$ cat src/rtl/lcd_bus_pkg.sv
`timescale 1ns/1ps
package lcd_bus_pkg;
  typedef enum logic [2:0] {
    PH_IDLE   = 3'd0,
    PH_SETUP  = 3'd1,
    PH_STROBE = 3'd2,
    PH_HOLD   = 3'd3,
    PH_GAP    = 3'd4
  } phase_e;
endpackage

$ cat src/rtl/lcd_seq_fsm.sv
`timescale 1ns/1ps
module lcd_seq_fsm
  import lcd_bus_pkg::*;
#(
  parameter int SU_W  = 5,
  parameter int STB_W = 6,
  parameter int HLD_W = 4,
  parameter int GAP_W = 2
) (
  input  logic             clk_i,
  input  logic             rst_ni,
  input  logic             start_i,
  input  logic             rd_i,
  input  logic [SU_W-1:0]  wr_su_i,
  input  logic [STB_W-1:0] wr_stb_i,
  input  logic [HLD_W-1:0] wr_hld_i,
  input  logic [SU_W-1:0]  rd_su_i,
  input  logic [STB_W-1:0] rd_stb_i,
  input  logic [HLD_W-1:0] rd_hld_i,
  input  logic [GAP_W-1:0] gap_i,
  output phase_e           phase_o,
  output logic             strobe_last_o,
  output logic             done_o
);
  localparam int W_A   = (SU_W > STB_W) ? SU_W : STB_W;
  localparam int W_B   = (HLD_W > GAP_W) ? HLD_W : GAP_W;
  localparam int CNT_W = (W_A > W_B) ? W_A : W_B;

  phase_e           phase_q;
  logic [CNT_W-1:0] cnt_q;
  logic [STB_W-1:0] stb_q;
  logic [HLD_W-1:0] hld_q;
  logic [GAP_W-1:0] gap_q;

  logic [SU_W-1:0]  su_sel;
  logic [STB_W-1:0] stb_sel;
  logic [HLD_W-1:0] hld_sel;
  logic             last;

  // zero strobe/hold is treated as one cycle
  always_comb begin
    su_sel  = rd_i ? rd_su_i : wr_su_i;
    stb_sel = rd_i ? rd_stb_i : wr_stb_i;
    hld_sel = rd_i ? rd_hld_i : wr_hld_i;
    if (stb_sel == '0) stb_sel = STB_W'(1);
    if (hld_sel == '0) hld_sel = HLD_W'(1);
  end

  assign last = (cnt_q == '0);

  always_ff @(posedge clk_i or negedge rst_ni) begin
    if (!rst_ni) begin
      phase_q <= PH_IDLE;
      cnt_q   <= '0;
      stb_q   <= '0;
      hld_q   <= '0;
      gap_q   <= '0;
      done_o  <= 1'b0;
    end else begin
      done_o <= 1'b0;
      unique case (phase_q)
        PH_IDLE: if (start_i) begin
          stb_q <= stb_sel;
          hld_q <= hld_sel;
          gap_q <= gap_i;
          if (su_sel == '0) begin
            phase_q <= PH_STROBE;
            cnt_q   <= CNT_W'(stb_sel) - CNT_W'(1);
          end else begin
            phase_q <= PH_SETUP;
            cnt_q   <= CNT_W'(su_sel) - CNT_W'(1);
          end
        end
        PH_SETUP: if (last) begin
          phase_q <= PH_STROBE;
          cnt_q   <= CNT_W'(stb_q) - CNT_W'(1);
        end else cnt_q <= cnt_q - CNT_W'(1);
        PH_STROBE: if (last) begin
          phase_q <= PH_HOLD;
          cnt_q   <= CNT_W'(hld_q) - CNT_W'(1);
        end else cnt_q <= cnt_q - CNT_W'(1);
        PH_HOLD: if (last) begin
          if (gap_q == '0) begin
            phase_q <= PH_IDLE;
            done_o  <= 1'b1;
          end else begin
            phase_q <= PH_GAP;
            cnt_q   <= CNT_W'(gap_q) - CNT_W'(1);
          end
        end else cnt_q <= cnt_q - CNT_W'(1);
        PH_GAP: if (last) begin
          phase_q <= PH_IDLE;
          done_o  <= 1'b1;
        end else cnt_q <= cnt_q - CNT_W'(1);
        default: phase_q <= PH_IDLE;
      endcase
    end
  end

  assign phase_o       = phase_q;
  assign strobe_last_o = (phase_q == PH_STROBE) && last;

  a_r5_done_single: assert property (@(posedge clk_i) disable iff (!rst_ni)
    done_o |=> !done_o);
  a_r5_done_idle: assert property (@(posedge clk_i) disable iff (!rst_ni)
    done_o |-> (phase_q == PH_IDLE));
  a_r1_busy_no_restart: assert property (@(posedge clk_i) disable iff (!rst_ni)
    (phase_q == PH_HOLD && !last) |=> (phase_q == PH_HOLD));
endmodule

$ cat src/rtl/lcd_bus_io.sv
`timescale 1ns/1ps
module lcd_bus_io #(
  parameter int DATA_W = 16
) (
  input  logic              clk_i,
  input  logic              rst_ni,
  input  logic              start_i,
  input  logic              req_read_i,
  input  logic              req_rs_i,
  input  logic [DATA_W-1:0] req_wdata_i,
  input  logic              capture_i,
  input  logic [DATA_W-1:0] bus_i,
  output logic              rs_o,
  output logic              rw_o,
  output logic [DATA_W-1:0] bus_o,
  output logic              oe_o,
  output logic [DATA_W-1:0] rdata_o
);
  always_ff @(posedge clk_i or negedge rst_ni) begin
    if (!rst_ni) begin
      rs_o    <= 1'b0;
      rw_o    <= 1'b1;
      bus_o   <= '0;
      oe_o    <= 1'b0;
      rdata_o <= '0;
    end else begin
      if (start_i) begin
        rs_o <= req_rs_i;
        rw_o <= req_read_i;
        oe_o <= !req_read_i;
        if (!req_read_i) bus_o <= req_wdata_i;
      end
      if (capture_i && rw_o) rdata_o <= bus_i;
    end
  end
endmodule

$ cat src/rtl/lcd_bus_seq.sv
`timescale 1ns/1ps
module lcd_bus_seq
  import lcd_bus_pkg::*;
#(
  parameter int DATA_W = 16,
  parameter int SU_W   = 5,
  parameter int STB_W  = 6,
  parameter int HLD_W  = 4,
  parameter int GAP_W  = 2
) (
  input  logic              clk_i,
  input  logic              rst_ni,
  input  logic              req_valid_i,
  output logic              req_ready_o,
  input  logic              req_read_i,
  input  logic              req_rs_i,
  input  logic [DATA_W-1:0] req_wdata_i,
  input  logic [SU_W-1:0]   wr_setup_i,
  input  logic [STB_W-1:0]  wr_strobe_i,
  input  logic [HLD_W-1:0]  wr_hold_i,
  input  logic [SU_W-1:0]   rd_setup_i,
  input  logic [STB_W-1:0]  rd_strobe_i,
  input  logic [HLD_W-1:0]  rd_hold_i,
  input  logic [GAP_W-1:0]  cs_gap_i,
  output logic              done_o,
  output logic [DATA_W-1:0] rdata_o,
  output logic              lcd_cs_no,
  output logic              lcd_rs_o,
  output logic              lcd_rw_o,
  output logic              lcd_en_o,
  output logic [DATA_W-1:0] lcd_d_o,
  output logic              lcd_d_oe_o,
  input  logic [DATA_W-1:0] lcd_d_i
);
  phase_e phase;
  logic   start, strobe_last;

  assign req_ready_o = (phase == PH_IDLE);
  assign start       = req_valid_i && req_ready_o;

  lcd_seq_fsm #(
    .SU_W(SU_W), .STB_W(STB_W), .HLD_W(HLD_W), .GAP_W(GAP_W)
  ) u_fsm (
    .clk_i, .rst_ni,
    .start_i       (start),
    .rd_i          (req_read_i),
    .wr_su_i       (wr_setup_i),
    .wr_stb_i      (wr_strobe_i),
    .wr_hld_i      (wr_hold_i),
    .rd_su_i       (rd_setup_i),
    .rd_stb_i      (rd_strobe_i),
    .rd_hld_i      (rd_hold_i),
    .gap_i         (cs_gap_i),
    .phase_o       (phase),
    .strobe_last_o (strobe_last),
    .done_o        (done_o)
  );

  lcd_bus_io #(.DATA_W(DATA_W)) u_io (
    .clk_i, .rst_ni,
    .start_i     (start),
    .req_read_i  (req_read_i),
    .req_rs_i    (req_rs_i),
    .req_wdata_i (req_wdata_i),
    .capture_i   (strobe_last),
    .bus_i       (lcd_d_i),
    .rs_o        (lcd_rs_o),
    .rw_o        (lcd_rw_o),
    .bus_o       (lcd_d_o),
    .oe_o        (lcd_d_oe_o),
    .rdata_o     (rdata_o)
  );

  assign lcd_en_o  = (phase == PH_STROBE);
  assign lcd_cs_no = !(phase == PH_SETUP || phase == PH_STROBE || phase == PH_HOLD);

  a_r3_en_inside_cs: assert property (@(posedge clk_i) disable iff (!rst_ni)
    lcd_en_o |-> !lcd_cs_no);
  a_r2_ctrl_stable: assert property (@(posedge clk_i) disable iff (!rst_ni)
    (!lcd_cs_no && $past(!lcd_cs_no)) |-> ($stable(lcd_rs_o) && $stable(lcd_rw_o)));
  a_r7_read_released: assert property (@(posedge clk_i) disable iff (!rst_ni)
    (!lcd_cs_no && lcd_rw_o) |-> !lcd_d_oe_o);
  a_r6_write_driven: assert property (@(posedge clk_i) disable iff (!rst_ni)
    (!lcd_cs_no && !lcd_rw_o) |-> lcd_d_oe_o);
  a_r1_accept_idle: assert property (@(posedge clk_i) disable iff (!rst_ni)
    (req_valid_i && !req_ready_o && !lcd_cs_no && $past(!lcd_cs_no)) |=> $stable(lcd_rs_o));
endmodule

$ cat config.mk
export PLATFORM = sky130hd
export DESIGN_NAME = lcd_bus_seq
export DESIGN_NICKNAME = d
export VERILOG_FILES = /design/src/rtl/lcd_bus_pkg.sv /design/src/rtl/lcd_seq_fsm.sv /design/src/rtl/lcd_bus_io.sv /design/src/rtl/lcd_bus_seq.sv
export SDC_FILE = /design/constraint.sdc
export NUM_CORES = 1
export LEC_CHECK = 0
export ABC_AREA = 1
export ABC_CLOCK_PERIOD_IN_PS = 3590
export CORE_AREA = 2 2 116 90
export DETAILED_ROUTE_END_ITERATION = 8
export DIE_AREA = 0 0 118 92
export PLACE_DENSITY_LB_ADDON = 0.1
export SYNTH_ARGS = -nofsm -noshare
export SYNTH_HDL_FRONTEND = slang
export SYNTH_SLANG_ARGS = --single-unit
$ cat constraint.sdc
create_clock -name clk_i -period 3.59 [get_ports clk_i]
set_input_delay 0.718 -clock clk_i [delete_from_list [all_inputs] [get_ports clk_i]]
set_output_delay 0.718 -clock clk_i [all_outputs]
set_load 0.1 [all_outputs]
Word-level counts from Yosys, hierarchy flattened

Cells that the tools add are included.

$add $sub $neg: 6
Multiply operators: 0
Divide/modulo/power cells: 0
$lt $le $gt $ge: 0
Eq/ne operators: 11
Shift-type cells: 0
Mux-type cells: 25
Bitwise operators: 1
Reductions and logical operators: 18

Operator list:

| kind                                                                   | number |
|---|---|
| 6-bit two-way mux                                                      | 9 |
| 6-bit case mux with 5 select lines                                     | 1 |
| 3-bit two-way mux                                                      | 6 |
| 6-bit by 1-bit subtractor with 6-bit output (second input constant)    | 3 |
| 3-bit case mux with 5 select lines                                     | 1 |
| 6-bit logical NOT                                                      | 2 |
| 2-bit by 1-bit != test with 1-bit output (second input constant)       | 5 |
| 4-bit two-way mux                                                      | 2 |
| 3-bit by 2-bit equality test with 1-bit output (second input constant) | 2 |
| 5-bit by 1-bit subtractor with 6-bit output (second input constant)    | 1 |
| 5-bit logical NOT                                                      | 1 |
| 5-bit two-way mux                                                      | 1 |
| 5-bit AND reduction                                                    | 1 |
| 5-bit nonzero test                                                     | 1 |
| 4-bit by 1-bit subtractor with 5-bit output (second input constant)    | 1 |
| 4-bit logical NOT                                                      | 1 |
| 2-bit AND reduction                                                    | 2 |
| 4-bit AND reduction                                                    | 1 |
| 3-bit by 1-bit equality test with 1-bit output (second input constant) | 1 |
| 3-bit equality test (second input constant)                            | 1 |
| 1-bit logical AND                                                      | 3 |
| 3-bit logical NOT                                                      | 1 |
| 1-bit two-way mux                                                      | 3 |
| 3-bit != test (second input constant)                                  | 1 |
| other kinds (8)                                                        | 10 |

Bits in registers: 57
Bits in latches: 0
Memory bits (writable): 0
Bits in read-only memories: 0
Bits of input ports: 69
Output and inout port bits: 39
Logic and storage cells: 72
Memories kept: 0

Depth between registers and ports, before layout

Gate-level depths: netlist of run 1.

Depth in word-level cells: 7
Mapped depth: 15
Gate-level depth less buffers: 14

Cells and area by module

From an unflattened synthesis of run 1, not the netlist that was laid out.

Cells, all modules: 450
Area, all modules: 3379.5 um^2

Modules (own cells, without submodules):

| module      | instances | cells each | area an instance (um^2) | seq. area each (um^2) |
|---|---|---|---|---|
| lcd_seq_fsm | 1         | 292        | 1945.6                  | 550.5 |
| lcd_bus_io  | 1         | 150        | 1396.3                  | 877.1 |
| lcd_bus_seq | 1         | 8          | 37.5                    | 0.0 |

Least setup slack after synthesis of run 1

OpenSTA, ideal clock, no wires.

Path type: register to output
From: register u_fsm.phase_q[1] (netlist: u_fsm.phase_o[1])
To: output port req_ready_o
Arrival time: 1975 ps
Data required time: 2872 ps
Slack: 897 ps
Stages on the path, launching flop included: 4
Buffers on the path: 0
Path through: dfrtp_1 > nor2_2 > inv_2 > nor2_1

Word-level cells in the longest chain between the ends: 1

RTL lines:

| what                   | RTL line          | text |
|---|---|---|
| from (decl)            | lcd_seq_fsm.sv:29 | `phase_e phase_q;` |
| from (signal assigned) | lcd_seq_fsm.sv:53 | `phase_q <= PH_IDLE;` |
| from (signal assigned) | lcd_seq_fsm.sv:67 | `phase_q <= PH_STROBE;` |
| from (signal assigned) | lcd_seq_fsm.sv:70 | `phase_q <= PH_SETUP;` |
| 3-bit logical NOT      | lcd_bus_seq.sv:38 | `assign req_ready_o = (phase == PH_IDLE);` |
| to (decl)              | lcd_bus_seq.sv:14 | `output logic req_ready_o,` |

No other way between the ends.

Worst setup path after layout of run 1

From: input port req_read_i
To: register u_fsm.cnt_q[2]

Word-level cells in the longest chain between the ends: 7
Elaborated cells between the ends (all ways): 10
Classes of those cells: 2 x add/sub; 6 x mux; 2 x reduce/logical

RTL lines:

| what                                        | RTL line          | text |
|---|---|---|
| from (decl)                                 | lcd_bus_seq.sv:15 | `input logic req_read_i,` |
| 6-bit two-way mux                           | lcd_seq_fsm.sv:43 | `stb_sel = rd_i ? rd_stb_i : wr_stb_i;` |
| 6-bit logical NOT                           | lcd_seq_fsm.sv:45 | `if (stb_sel == '0) stb_sel = STB_W'(1);` |
| 6-bit two-way mux                           | lcd_seq_fsm.sv:45 |  |
| 6-bit by 1-bit subtractor with 6-bit output | lcd_seq_fsm.sv:68 | `cnt_q <= CNT_W'(stb_sel) - CNT_W'(1);` |
| 6-bit two-way mux (*)                       | lcd_seq_fsm.sv:66 | `if (su_sel == '0) begin` |
| 6-bit two-way mux (*)                       | lcd_seq_fsm.sv:62 | `PH_IDLE: if (start_i) begin` |
| 6-bit case mux with 5 select lines (*)      | lcd_seq_fsm.sv:61 | `unique case (phase_q)` |
| to (signal assigned)                        | lcd_seq_fsm.sv:68 |  |
| to (signal assigned)                        | lcd_seq_fsm.sv:71 | `cnt_q <= CNT_W'(su_sel) - CNT_W'(1);` |
| to (signal assigned)                        | lcd_seq_fsm.sv:76 | `cnt_q <= CNT_W'(stb_q) - CNT_W'(1);` |
| to (decl)                                   | lcd_seq_fsm.sv:30 | `logic [CNT_W-1:0] cnt_q;` |

Every way passes the cells marked *; elsewhere a longest branch is shown, timed or not. The select of a mux whose other input is x is not followed.
A chain may end at the register's enable or synchronous reset.

==> run metrics, run 1 <==
clk slew on worst S/H paths ~50 ps; routed len/inst 12.46 um; Global Route Usage Sum between 10% and 20%; crit path max fanout 20; Mapped Cells 411; f_max 0.3907 GHz; CTS buffer count 9; worst slew pin tran 999.2 ps; Via density roughly 4.5; Yosys top cell area share a little over two fifths; first-pass GRT wire length 14.08 mm; count leader, synth nand2_1; final-report setup violation count 0; ANT cells 0; antenna violations before repair 0; Setup TNS Final 0 ps; Core ar. 0.009889 mm^2; flops & latches, synth between 50 and 60; post-layout util between 40% and 50%; First-pass DRT Iterations 5; endpoint class of the critical path flip-flop; Cell Area, Synth about 0.0033 mm^2; status finished clean; register area share after synthesis around 43%; critical path class input port to flip-flop; TritonCTS clock tree built; Hold Slack ~460 ps; HP Class input port to async pin; CP peak stage delay between 400 and 500 ps; filler cell count 1000; # Post-CTS Setup Buffers 0; largest net degree at the start of global routing 34; Buffers on Ports approximately 110; Layout Area Growth over Synthesis 45.39%; GRT Residual Overflow 0; I/O pins approximately 110; clk root buf clkbuf_16; nets@finish around 600; later-pin clock latency in the skew report 320 ps; minimum clock period between 2000 and 3000 ps; critical path startpoint req_read_i; Main synth FF type dfrtp_1; Slew headroom between 30% and 40%; Routability Congestion 0.8203; Setup Skew 6.582 ps; Ys Warns 0; Post-CTS Hold Fix Bufs 0; share of layout cells above drive strength 1 14.37%; height of the die ~92 um; Starting Density about a third; CTS Buffer Depth 2; Horiz. Die Dim ~120 um; final wirelength about 8.3 mm; slowest cell on the critical path clkdlybuf4s50_1; most area-consuming cells after synthesis dfrtp_1 43%, nand2_1 16%, inv_1 4.6%; DP HPWL 6.334 mm; EDFF count, synth 0; die area ~0.011 mm^2; post-synth top area cell dfrtp_1; syn avg cell area between 8 and 9 um^2; # H-tree levels 3; Synth async-reset ratio 100.0%; # DRC 0; Period Utilization, post-route 71.29%; CTS Sinks 57; Detailed Route Iter0 Violations 150; routed vias around 3000; Fin. Hold Viols 0; Post-Syn Nets between 400 and 500; Max Cap Viol 0; startpoint types input port; Antenna Nets Post-Route 0; Synth top cells by count 140 x nand2_1, 56 x dfrtp_1, 40 x inv_1; RSZ-0062 raised after global routing no; Worst Path Required ~3800 ps; max-slew violation count 0; WP data arrival about 2800 ps; vias in the first global route ~2900; synth unique cells 40; post-CTS sizing 0; Site Rows 32; reg2reg start u_fsm.cnt_q[0]$_DFFE_PN0P_; CP cell instances clkdlybuf4s50_1 > buf_4 > nand2_1 > o21ai_1 > nand3_1 > nor2_2 > a21oi_2 > ha_1 > nand3_1 > inv_2 > o31ai_1 > nand2_1
## cells in the final DEF (no fill, tap or decap), types with 6 or more instances in the layout
cell type | Yosys | layout
nand2_1 | 140 | 140
clkdlybuf4s50_1 | 0 | 101
dfrtp_1 | 56 | 56
inv_1 | 40 | 40
o21ai_0 | 28 | 28
nor2_1 | 22 | 22
nand3_1 | 19 | 19
inv_2 | 13 | 13
a21oi_1 | 12 | 12
mux2_4 | 10 | 10
clkbuf_16 | 0 | 9
buf_4 | 2 | 9
o21ai_1 | 8 | 8
ha_1 | 7 | 7
mux2_2 | 6 | 6
## stage by stage
stage               worst slack (ps)  cells  instance area (um^2)
global placement               748.9    650                  4493
floorplan                      896.7    411                  3294
global route                   794.3    665                  4790
detailed placement             669.4    650                  4493
CTS                             1025    665                  4790
finish                          1031    665                  4790
## per-layer routing
metal / up-vias / wire [um] / global-route usage [%]
li1: 1547 / - / -
met1: 1339 / 4213 / 22.92
met2: 78 / 3578 / 24.47
met3: 10 / 392 / 4.167
met4: 0 / 104 / 5.422
met5: - / 0 / 0
## worst max-delay path, delay by kind of cell
family,cells,cell delay (ps)
buffers and inverters,3,790
adders and majority gates,1,210
AOI/OAI and AO/OA,3,460
and+or+nand+nor,5,590
## registers in the layout, indices dropped and copies added (netlist names)
register / count
u_fsm.hld_q: 4
u_io.rs_o: 1
u_io.bus_o: 16
u_fsm.gap_q: 2
u_fsm.done_o: 1
u_io.rw_o: 1
u_fsm.cnt_q: 6
u_fsm.phase_o: 3
u_io.oe_o: 1
u_io.rdata_o: 16
u_fsm.stb_q: 6
## kinds of logic (layout without fill, tap and decap cells)
kind of cell	after synthesis	after routing	synth area share (%)
simple gates	204	204	27.69
buf+inv	63	181	7.975
mux	16	16	6.608
compound gates	60	60	10.67
xor+xnor	4	4	1.064
flops	57	57	43.33
fa+ha+maj	7	7	2.658
## final timing paths
kind	to	slack [ps]	depth (start not counted)
worst max-delay path	u_fsm.cnt_q[2]$_DFFE_PN0P_	1030	12
worst max register to register	u_fsm.cnt_q[3]$_DFFE_PN0P_	1640	11
worst min register to register	u_io.bus_o[2]$_DFFE_PN0P_	470	2
min in group clk_i	u_io.bus_o[2]$_DFFE_PN0P_	470	2
max in group asynchronous	u_io.rw_o$_DFFE_PN1P_	2390	2
worst min-delay path	u_fsm.stb_q[3]$_DFFE_PN0P_	460	1
## cell type report
cell class	count	area, um^2	area share (%)
clock buffer	12	256.5	5.355
clock inverter	3	40.04	0.8359
inverter	55	207.7	4.336
multi-input combinational	291	1604	33.49
sequential	57	1428	29.81
tap	136	170.2	3.553
timing repair buffer	111	1084	22.62
Power of run 1 is left out: the tool's default activity adds up to more than one toggle a clock period on the data nets, which glitch-free logic cannot reach.
==> run 2, diff against run 1 <==
--- a/config.mk
+++ b/config.mk
@@ -6,7 +6,7 @@
 export NUM_CORES = 1
 export LEC_CHECK = 0
 export ABC_AREA = 1
-export ABC_CLOCK_PERIOD_IN_PS = 3590
+export ABC_CLOCK_PERIOD_IN_PS = 2300
 export CORE_AREA = 2 2 116 90
 export DETAILED_ROUTE_END_ITERATION = 8
 export DIE_AREA = 0 0 118 92
==> constraint.sdc (replaced) <==
create_clock -name clk_i -period 2.3 [get_ports clk_i]
set_input_delay 0.46 -clock clk_i [delete_from_list [all_inputs] [get_ports clk_i]]
set_output_delay 0.46 -clock clk_i [all_outputs]
set_load 0.1 [all_outputs]
==> run 2 against run 1 <==
  * Global-route usage down 0.056 points
  * Wire length is 0.18% higher
  * Clock-buffer cell count decreased by 3
  * Final area increased by 1.6%
  * Utilization rose by 0.80 points
  * Sequential cell count is the same
  * Register-to-register slack worse by 1300 ps
==> run metrics, run 2 (synthesis gave the netlist of run 1 again) <==
RSZ-0062 raised after global routing no; commonest non-fill, non-tap cell in the layout nand2_1; CP top delay family buffers and inverters; TritonCTS clock tree built; Antenna Nets Post-Route 0 (unchanged); Max Cap Viol 0 (unchanged); vias in the first global route 2892 (+1.0%); Global Route Usage Sum 16.25% (-0.056 points); Regs by FF count u_io.bus_o: 16 flops, u_io.rdata_o: 16 flops; Detailed Route Iter0 Violations 165 (+10%); startpoint types input port; Starting Density 33.31% (unchanged); routed vias 2999 (+0.84%); Post-CTS Hold Fix Bufs 0 (unchanged); CTS Buffer Depth 2 (unchanged); DP HPWL 6.471 mm (+2.2%); largest net degree at the start of global routing 26 (-24%); ANT cells 0 (unchanged); Layout Area Growth over Synthesis 47.78%; later-pin clock latency in the skew report 320 ps (about the same); worst slew pin tran 476.6 ps (-522.6 ps); Global Route met3 Usage 4.478% (+0.31 points); routed len/inst 12.14 um (-2.6%); Slew headroom 68.23% (+35 points); post-CTS sizing 0 (unchanged); # Post-CTS Setup Buffers 0 (unchanged); CTS Sinks 57 (unchanged); most frequent cells in the layout 140 x nand2_1, 67 x clkdlybuf4s50_1, 57 x buf_4; Hold Slack 94.36 ps (-368.1 ps); I/O pins 108 (unchanged); # H-tree levels 3 (unchanged); Worst Path Required 2500 ps (-1300 ps); CP cell instances clkdlybuf4s50_1 > buf_4 > nand2_1 > nand2_2 > nand2_1 > nor2_2 > nand3_1 > nand2_1 > inv_1 > ha_1 > nand3_1 > inv_2 > o31ai_1 > nand2_1; crit path max fanout 14 (-30%); Fin. Hold Viols 0 (unchanged); clk root buf clkbuf_16; Routability Congestion 0.8709 (+6.2%); Critical Path Most Common Cell nand2_1; height of the die 92 um (unchanged); WP data arrival 2340 ps (-430 ps); final-report setup violation count 0 (unchanged); max-slew violation count 0 (unchanged); worst path bufs/invs 4 (+1); minimum clock period 2137 ps; CP peak stage delay 490 ps (about the same); antenna violations before repair 0 (unchanged); final wirelength 8.303 mm (+0.18%); reg2reg setup slack 350 ps (-1290 ps); GRT Residual Overflow 0 (unchanged); Core ar. 0.009889 mm^2 (unchanged); Setup Skew 5.061 ps (-1.521 ps); f_max roughly 0.47 GHz; clk slew on worst S/H paths 50 ps (about the same); die area 0.01086 mm^2 (unchanged); status finished clean; GR met2 Demand/Resource 24.52% (+0.048 points); Period Utilization, post-route slightly above 90%; First-pass DRT Iterations 4 (-1); Buffers on Ports 107 (unchanged); slowest cell on the critical path clkdlybuf4s50_1; Via density 4.385 (-2.0%); endpoint class of the critical path flip-flop; critical path class input port to flip-flop; Site Rows 32 (unchanged); # DRC 0 (unchanged); GR peak layer met2; Horiz. Die Dim 118 um (unchanged); met1 GRT Util 22.75% (-0.17 points); nets@finish 619 (+3.0%); share of layout cells above drive strength 1 23.91% (+9.5 points); CTS buffer count 9 (unchanged); first-pass GRT wire length 14.02 mm (-0.44%); HP Class input port to async pin
-- run 2: cell count changes in the layout (fill, tap and decap cells not counted) --
| cell | change |
|---|---|
| clkdlybuf4s50_1 | -34 |
| clkinv_4 | +2 |
| nor2_1 | -1 |
| buf_12 | +4 |
| clkinv_2 | +1 |
| buf_4 | +48 |
| nor2_2 | +1 |
| clkbuf_1 | -1 |
| clkbuf_8 | -2 |
| bufinv_16 | -1 |
| clkinvlp_4 | +2 |
-- run 2: worst register-to-register path: stages, from the launching register on --
cell,delay (ps)
dfrtp_1,380
inv_1,150
ha_1,230
nand4_4,200
clkinv_2,200
nand2_1,60
o21ai_0,210
nand4_1,150
nand2_1,110
clkinv_1,60
nand2_1,60
nand2_1,40
-- run 2: area by class of cell --
class / count / area (um^2)
fill: 992 / 5021
multi-input combinational: 291 / 1607
sequential: 57 / 1428
timing repair buffer: 129 / 1184
clock buffer: 9 / 225.2
inverter: 55 / 207.7
tap: 136 / 170.2
clock inverter: 7 / 47.55
-- run 2: worst paths after layout --
path	depth (start not counted)	from	endpoint
worst max-delay path	14	req_read_i	u_fsm.cnt_q[2]$_DFFE_PN0P_
worst min-delay path	1	rst_ni	u_fsm.cnt_q[3]$_DFFE_PN0P_
worst max register to register	11	u_fsm.cnt_q[0]$_DFFE_PN0P_	u_fsm.cnt_q[3]$_DFFE_PN0P_
worst min register to register	2	u_io.bus_o[12]$_DFFE_PN0P_	u_io.bus_o[12]$_DFFE_PN0P_
max in group asynchronous	2	rst_ni	u_io.rdata_o[6]$_DFFE_PN0P_
min in group clk_i	2	u_io.bus_o[12]$_DFFE_PN0P_	u_io.bus_o[12]$_DFFE_PN0P_
-- run 2: per-stage QoR --
stage / utilization [%] / area, um^2 / std cells / TNS [ps] / worst slack [ps]
floorplan: - / 3297 / 411 / 0 / 343.4
global placement: 46.47 / 4596 / 668 / -203.8 / -122.6
detailed placement: 46.47 / 4596 / 668 / -329.7 / -167.5
CTS: 49.23 / 4868 / 684 / 0 / 173.4
global route: 49.23 / 4868 / 684 / 0 / 4.062
finish: 49.23 / 4868 / 684 / 0 / 162.7
-- run 2: per-layer routing --
| layer | part of all wire, % | vias up | wire length, um |
|---|---|---|---|
| li1 | - | 1578 | - |
| met1 | 51 | 1335 | 4202 |
| met2 | 43 | 82 | 3582 |
| met3 | 5.7 | 4 | 470 |
| met4 | 0.57 | 0 | 47 |
| met5 | 0 | - | 0 |
Power of run 2 is left out for the same reason.
